### config.mk
export PLATFORM = sky130hd
export DESIGN_NAME = camcmd_top
export DESIGN_NICKNAME = d
export VERILOG_FILES = /design/src/rtl/camcmd_pkg.sv /design/src/rtl/camcmd_ctrl.sv /design/src/rtl/camcmd_dp.sv /design/src/rtl/camcmd_top.sv
export SDC_FILE = /design/constraint.sdc
export NUM_CORES = 1
export LEC_CHECK = 0
export BUFFER_PORTS_ARGS = -buffer_cell sky130_fd_sc_hd__buf_4
export CAP_MARGIN = 30
export CORE_ASPECT_RATIO = 1.5
export CORE_UTILIZATION = 39
export DETAILED_ROUTE_END_ITERATION = 12
export PLACE_DENSITY_LB_ADDON = 0.15
export SLEW_MARGIN = 30
export SYNTH_ARGS = -nofsm -noshare
export SYNTH_HDL_FRONTEND = slang
export SYNTH_SLANG_ARGS = --single-unit
### constraint.sdc
create_clock -name clk -period 1.2 [get_ports clk]
set_input_delay 0 -clock clk [delete_from_list [all_inputs] [get_ports clk]]
set_output_delay 0 -clock clk [all_outputs]
set_load 0.02 [all_outputs]
### src/rtl/camcmd_pkg.sv
package camcmd_pkg;

  localparam logic [2:0] FN_SRC = 3'b000;
  localparam logic [2:0] FN_DST = 3'b001;
  localparam logic [2:0] FN_OVR = 3'b010;
  localparam logic [2:0] FN_MOV = 3'b011;
  localparam logic [2:0] FN_VBC = 3'b100;

  localparam logic [2:0] RG_NEXTFREE = 3'd3;
  localparam logic [2:0] RG_STATUS   = 3'd4;
  localparam logic [2:0] RG_SRCVIEW  = 3'd5;
  localparam logic [2:0] RG_DSTVIEW  = 3'd6;

  typedef struct packed {
    logic       armed;
    logic       wrMode;
    logic [2:0] regCode;
    logic       rdSlot;
    logic       wrSlot;
    logic [2:0] srcView;
    logic [7:0] dstView;
  } ovrLink_t;

  function automatic logic isReadOnly(input logic [2:0] code);
    return (code == RG_NEXTFREE) || (code == RG_STATUS) ||
           (code == RG_SRCVIEW)  || (code == RG_DSTVIEW);
  endfunction

endpackage

### src/rtl/camcmd_ctrl.sv
module camcmd_ctrl
  import camcmd_pkg::*;
(
  input  logic       clk,
  input  logic       rstN,
  input  logic       cmdWr,
  input  logic       cmdRd,
  input  logic [15:0] opWord,
  output ovrLink_t   link,
  output logic [2:0] srcSel,
  output logic [2:0] dstSel,
  output logic [1:0] dstMask,
  output logic [2:0] dstValid,
  output logic       movStb,
  output logic       vbcStb,
  output logic       argFlag,
  output logic [1:0] argMask,
  output logic [2:0] argDst,
  output logic [2:0] argLow
);

  logic [2:0] srcQ, dstQ, validQ, regCodeQ;
  logic [1:0] maskQ;
  logic       armedQ, wrModeQ;
  logic       movQ, vbcQ, flagQ;
  logic [1:0] aMaskQ;
  logic [2:0] aDstQ, aLowQ;

  logic       decodeEn, upperZero, flagBit, consume;
  logic [2:0] func;
  logic       isSps, isSpd, isMov, isOvr, isVbc;

  always_comb begin
    decodeEn  = cmdWr && !(armedQ && wrModeQ);
    upperZero = (opWord[15:12] == 4'd0);
    flagBit   = opWord[11];
    func      = opWord[10:8];
    isSps = decodeEn && upperZero && (func == FN_SRC) && (opWord[7:3] == 5'd0);
    isSpd = decodeEn && upperZero && (func == FN_DST);
    isMov = decodeEn && upperZero && (func == FN_MOV);
    isOvr = decodeEn && upperZero && (func == FN_OVR) &&
            (opWord[7:6] == 2'd0) && (opWord[2:0] == 3'd0);
    isVbc = decodeEn && upperZero && (func == FN_VBC) && (opWord[7:6] == 2'd0);
    consume = armedQ && (cmdWr || cmdRd);
  end

  always_ff @(posedge clk) begin
    if (!rstN) begin
      srcQ     <= '0;
      dstQ     <= '0;
      maskQ    <= '0;
      validQ   <= '0;
      armedQ   <= 1'b0;
      wrModeQ  <= 1'b0;
      regCodeQ <= '0;
      movQ     <= 1'b0;
      vbcQ     <= 1'b0;
      flagQ    <= 1'b0;
      aMaskQ   <= '0;
      aDstQ    <= '0;
      aLowQ    <= '0;
    end else begin
      if (isSps) srcQ <= opWord[2:0];
      if (isSpd) begin
        maskQ  <= opWord[7:6];
        dstQ   <= opWord[5:3];
        validQ <= opWord[2:0];
      end
      movQ <= isMov;
      vbcQ <= isVbc;
      if (isMov || isVbc) begin
        flagQ  <= flagBit;
        aMaskQ <= isMov ? opWord[7:6] : 2'b00;
        aDstQ  <= opWord[5:3];
        aLowQ  <= opWord[2:0];
      end
      if (isOvr) begin
        armedQ   <= 1'b1;
        wrModeQ  <= flagBit;
        regCodeQ <= opWord[5:3];
      end else if (consume) begin
        armedQ <= 1'b0;
      end
    end
  end

  always_comb begin
    link.armed   = armedQ;
    link.wrMode  = wrModeQ;
    link.regCode = regCodeQ;
    link.rdSlot  = cmdRd && armedQ && !wrModeQ;
    link.wrSlot  = cmdWr && armedQ && wrModeQ;
    link.srcView = srcQ;
    link.dstView = {maskQ, dstQ, validQ};
  end

  assign srcSel   = srcQ;
  assign dstSel   = dstQ;
  assign dstMask  = maskQ;
  assign dstValid = validQ;
  assign movStb   = movQ;
  assign vbcStb   = vbcQ;
  assign argFlag  = flagQ;
  assign argMask  = aMaskQ;
  assign argDst   = aDstQ;
  assign argLow   = aLowQ;

  AST_SRC_HOLD: assert property (@(posedge clk) disable iff (!rstN)
    !cmdWr |=> $stable(srcSel));
  AST_DST_HOLD: assert property (@(posedge clk) disable iff (!rstN)
    !cmdWr |=> $stable({dstMask, dstSel, dstValid}));
  AST_OVR_ONESHOT: assert property (@(posedge clk) disable iff (!rstN)
    armedQ && cmdRd && !cmdWr |=> !armedQ);
  AST_NOP_HOLD: assert property (@(posedge clk) disable iff (!rstN)
    cmdWr && (opWord[15:12] != 4'd0) |=> $stable(srcSel) && !movStb && !vbcStb);
  AST_PULSE_EXCL: assert property (@(posedge clk) disable iff (!rstN)
    !(movStb && vbcStb));

endmodule

### src/rtl/camcmd_dp.sv
module camcmd_dp
  import camcmd_pkg::*;
#(
  parameter logic [11:0] DEV_ID = 12'hA5C
) (
  input  logic        clk,
  input  logic        rstN,
  input  logic [15:0] wrData,
  input  logic [31:0] statusIn,
  input  logic [15:0] regRdData,
  input  ovrLink_t    link,
  output logic [31:0] dqOut,
  output logic        regRdEn,
  output logic [2:0]  regRdSel,
  output logic        regWrEn,
  output logic [2:0]  regWrSel,
  output logic [15:0] regWrData
);

  localparam int HALF = 16;

  logic [HALF-1:0] viewWord;
  logic            wrEnQ;
  logic [2:0]      wrSelQ;
  logic [HALF-1:0] wrDataQ;

  always_comb begin
    case (link.regCode)
      RG_STATUS:  viewWord = statusIn[HALF-1:0];
      RG_SRCVIEW: viewWord = {DEV_ID, 1'b0, link.srcView};
      RG_DSTVIEW: viewWord = {8'h00, link.dstView};
      default:    viewWord = regRdData;
    endcase
    if (link.armed && !link.wrMode)
      dqOut = {statusIn[31:HALF], viewWord};
    else
      dqOut = statusIn;
  end

  assign regRdEn  = link.rdSlot;
  assign regRdSel = link.regCode;

  always_ff @(posedge clk) begin
    if (!rstN) begin
      wrEnQ   <= 1'b0;
      wrSelQ  <= '0;
      wrDataQ <= '0;
    end else begin
      wrEnQ <= link.wrSlot && !isReadOnly(link.regCode);
      if (link.wrSlot) begin
        wrSelQ  <= link.regCode;
        wrDataQ <= wrData;
      end
    end
  end

  assign regWrEn   = wrEnQ;
  assign regWrSel  = wrSelQ;
  assign regWrData = wrDataQ;

  AST_STATUS_DEFAULT: assert property (@(posedge clk) disable iff (!rstN)
    !link.armed |-> dqOut == statusIn);
  AST_UPPER_STATUS: assert property (@(posedge clk) disable iff (!rstN)
    regRdEn |-> dqOut[31:16] == statusIn[31:16]);
  AST_RO_BLOCKED: assert property (@(posedge clk) disable iff (!rstN)
    regWrEn |-> !isReadOnly(regWrSel));
  AST_RDWR_EXCL: assert property (@(posedge clk) disable iff (!rstN)
    !(regRdEn && regWrEn));
  AST_WR_SINGLE: assert property (@(posedge clk) disable iff (!rstN)
    regWrEn |=> !regWrEn);

endmodule

### src/rtl/camcmd_top.sv
module camcmd_top
  import camcmd_pkg::*;
#(
  parameter logic [11:0] DEV_ID = 12'hA5C
) (
  input  logic        clk,
  input  logic        rstN,
  input  logic        cmdWr,
  input  logic        cmdRd,
  input  logic [15:0] wrData,
  input  logic [31:0] statusIn,
  input  logic [15:0] regRdData,
  output logic [31:0] dqOut,
  output logic [2:0]  srcSel,
  output logic [2:0]  dstSel,
  output logic [1:0]  dstMask,
  output logic [2:0]  dstValid,
  output logic        movStb,
  output logic        vbcStb,
  output logic        argFlag,
  output logic [1:0]  argMask,
  output logic [2:0]  argDst,
  output logic [2:0]  argLow,
  output logic        regRdEn,
  output logic [2:0]  regRdSel,
  output logic        regWrEn,
  output logic [2:0]  regWrSel,
  output logic [15:0] regWrData
);

  ovrLink_t link;

  camcmd_ctrl ctrl_i (
    .clk(clk), .rstN(rstN), .cmdWr(cmdWr), .cmdRd(cmdRd), .opWord(wrData),
    .link(link), .srcSel(srcSel), .dstSel(dstSel), .dstMask(dstMask),
    .dstValid(dstValid), .movStb(movStb), .vbcStb(vbcStb), .argFlag(argFlag),
    .argMask(argMask), .argDst(argDst), .argLow(argLow)
  );

  camcmd_dp #(.DEV_ID(DEV_ID)) dp_i (
    .clk(clk), .rstN(rstN), .wrData(wrData), .statusIn(statusIn),
    .regRdData(regRdData), .link(link), .dqOut(dqOut), .regRdEn(regRdEn),
    .regRdSel(regRdSel), .regWrEn(regWrEn), .regWrSel(regWrSel),
    .regWrData(regWrData)
  );

endmodule

==> flow_summary.json <==
{
  "start_kind": "register",
  "max_cap_viol_count": 0,
  "synth_nets": 376,
  "cts_tree": "yes",
  "dieWidth_um": 66.7,
  "comb_power_share": 0.138,
  "hold_viol_final": 0,
  "cts_sinks": 47,
  "end_kind": "primary output",
  "insertion_delay_ps": 300,
  "cts_inserted_buffers": 5,
  "synth_warnings": 0,
  "final_common_cell": "buf_4",
  "synth-main-ff-cell": "dfxtp_1",
  "hp-class": "in2out",
  "relSlewSlack": 0.630,
  "critical_path_class": "reg2out",
  "dieArea_sq_um": 6610,
  "antennaDiodeCount": 0,
  "grt.total_usage": 0.226,
  "synth_cells": 308,
  "layout_setup_ws_ps": -277,
  "wl_per_cell_um": 14.7,
  "final_antenna_net_count": 0,
  "grt-ovfl-total": 0,
  "tightestPinTransition_ps": 547,
  "arrival_ps": 1480,
  "ys_ff_latch": 47,
  "avgSynthCellArea_sq_um": 7.96,
  "grt_pass1_wl_um": 11600,
  "synth_cell_type_count": 35,
  "htree_levels": 2,
  "synth-edff-count": 0,
  "gp_congestion": 0.763,
  "p_sw_mw": 0.768,
  "fin_nets": 497,
  "layout-drive-gt1-share": 0.488,
  "rows": 35,
  "pwr-share-clk": 0.406,
  "violations": "negative setup slack",
  "core_area_sq_um": 6090,
  "ys_seq_area_frac": 0.384,
  "critPathRequiredTime_ps": 1200,
  "timing.fmax_mhz": 677,
  "dp_hpwl_um": 5290,
  "status": "finished with violations",
  "path_max_fanout": 8,
  "grt_pass1_vias": 2517,
  "period_needed_ps": 1480,
  "seq_area_sq_um": 952,
  "nFillCells": 543,
  "vias": 2549,
  "cts_max_path_buffers": 2,
  "io_pins": 146,
  "root_buffer": "clkbuf_8",
  "rsz0062_at_grt": "true",
  "seq_power_share": 0.456,
  "synth_async_sr_flop_share": 0,
  "setup_tns_ps": -4150,
  "ir_drop_v": 0.00155,
  "final-setup-viol-count": 20,
  "grt_max_degree": 21,
  "finalClockSkew_ps": 9.31,
  "routed_wl_um": 7390,
  "slew_viol_final": 0,
  "powerDensity_nw_per_um2": 858,
  "antenna_found_initial": 0,
  "drc_errors": 0,
  "start_util": 0.403,
  "vias_per_cell": 5.06,
  "die_y_um": 99.1,
  "final_cell_mix": "128 x buf_4, 65 x nand2_1, 42 x dfxtp_1",
  "clk_pin_slew_ps": 90,
  "synthesis.area_sq_um": 2450,
  "power_leakage_nw": 1.72,
  "numPortBuffers": 113,
  "p_int_mw": 2.64,
  "drt_iter0_drc": 25,
  "multi_input_area_sq_um": 1420,
  "layout-area-overhead-vs-synth_pct": 62.2,
  "drtPass1Iterations": 4,
  "post-route-period-util": 1.23,
  "place_ws_ps": -176,
  "swShare": 0.225
}
[layer usage]
| layer | vias up | GRT usage | wire length (um) | share of wire |
|---|---|---|---|---|
| met5 | - | 0 | 0 | 0 |
| met4 | 0 | 0.0704 | 114 | 0.015 |
| met3 | 13 | 0.0356 | 412 | 0.056 |
| met2 | 83 | 0.434 | 4100 | 0.55 |
| met1 | 1185 | 0.240 | 2770 | 0.37 |
| li1 | 1268 | - | - | - |
[critical path, cell delays in order, from the launching register on]
cell	delay (ps)
dfxtp_2	340
buf_6	120
a21boi_4	160
nand2b_4	230
o22ai_2	90
a21oi_2	100
buf_4	140
[path summary, 6_finish.rpt]
kind	start	endpoint	slack [ps]	cells past startpoint
worst min-delay path	statusIn[17]	dqOut[17]	0.01	0
worst max register to register	ctrl_i.armedQ$_SDFFE_PN0P_	ctrl_i.argDst[0]$_SDFFE_PN0P_	-30	6
worst max-delay path	ctrl_i.regCodeQ[0]$_SDFFE_PN0P_	dqOut[5]	-280	6
worst min register to register	dp_i.regWrSel[2]$_SDFFE_PN0P_	dp_i.regWrSel[2]$_SDFFE_PN0P_	460	2
[per-stage QoR]
stage	util	power, mW	hold slack, ps	instances	cell area, sq um
3_3_place_gp	0.551	1.98	0.137	470	3360
6_report	0.653	3.41	0.0136	504	3980
5_1_grt	0.653	3.53	0.0511	504	3980
2_1_floorplan	-	1.83	83.5	308	2490
3_5_place_dp	0.551	1.99	0.137	470	3360
4_1_cts	0.644	3.43	0.137	503	3920
[Yosys cell counts, types with 5 or more instances]
cell / number / area share
a21oi_1: 33 / 0.067
buf_4: 30 / 0.092
clkbuf_1: 11 / 0.017
dfxtp_1: 47 / 0.38
mux2i_1: 14 / 0.057
nand2_1: 67 / 0.10
nand3_1: 9 / 0.018
nor2_1: 17 / 0.026
o21ai_0: 7 / 0.014
o21ai_1: 5 / 0.010
o21ai_2: 5 / 0.018
o22ai_1: 12 / 0.031
o2bb2ai_1: 5 / 0.018
[kinds of logic after synthesis]
kind of cell,Yosys count,synth area share
AOI/OAI and AO/OA,75,0.187
and+or+nand+nor,120,0.241
DFF,47,0.384
muxes,14,0.0572
buffers and inverters,52,0.131
[timing repair]
action	CTS	global route
resized for setup	48	13
buffers inserted	7	2
pin swaps	8	5
hold endpoints to repair	22	0
hold buffers	18	0
cloned	1	0
setup endpoints to repair	23	39
[state kept, by name, indices dropped and copies added, names as in the netlist, 2 cells and up]
| name | flops |
|---|---|
| ctrl_i.argDst | 3 |
| dp_i.regWrSel | 3 |
| ctrl_i.srcSel | 3 |
| ctrl_i.dstMask | 2 |
| dp_i.regWrData | 16 |
| ctrl_i.regCodeQ | 3 |
| ctrl_i.argLow | 3 |
| ctrl_i.argMask | 2 |
| ctrl_i.dstValid | 3 |
| ctrl_i.dstSel | 3 |
[power by group through the flow]
stage	Clock, mW	Sequential, mW	Combinational [mW]
floorplan	0	1.60	0.228
global placement	0	1.60	0.388
detailed placement	0	1.60	0.390
CTS	1.40	1.56	0.466
global route	1.46	1.56	0.506
finish	1.38	1.56	0.472
[layout make-up]
type / count / area share
clock buffers: 5 / 0.0173
clock inverters: 3 / 0.0170
inverters: 4 / 0.00378
multi-input cells: 209 / 0.356
flip-flops and latches: 47 / 0.239
well taps: 74 / 0.0233
repair buffers: 162 / 0.343
No activity file was read; power rests on OpenSTA's default activity.
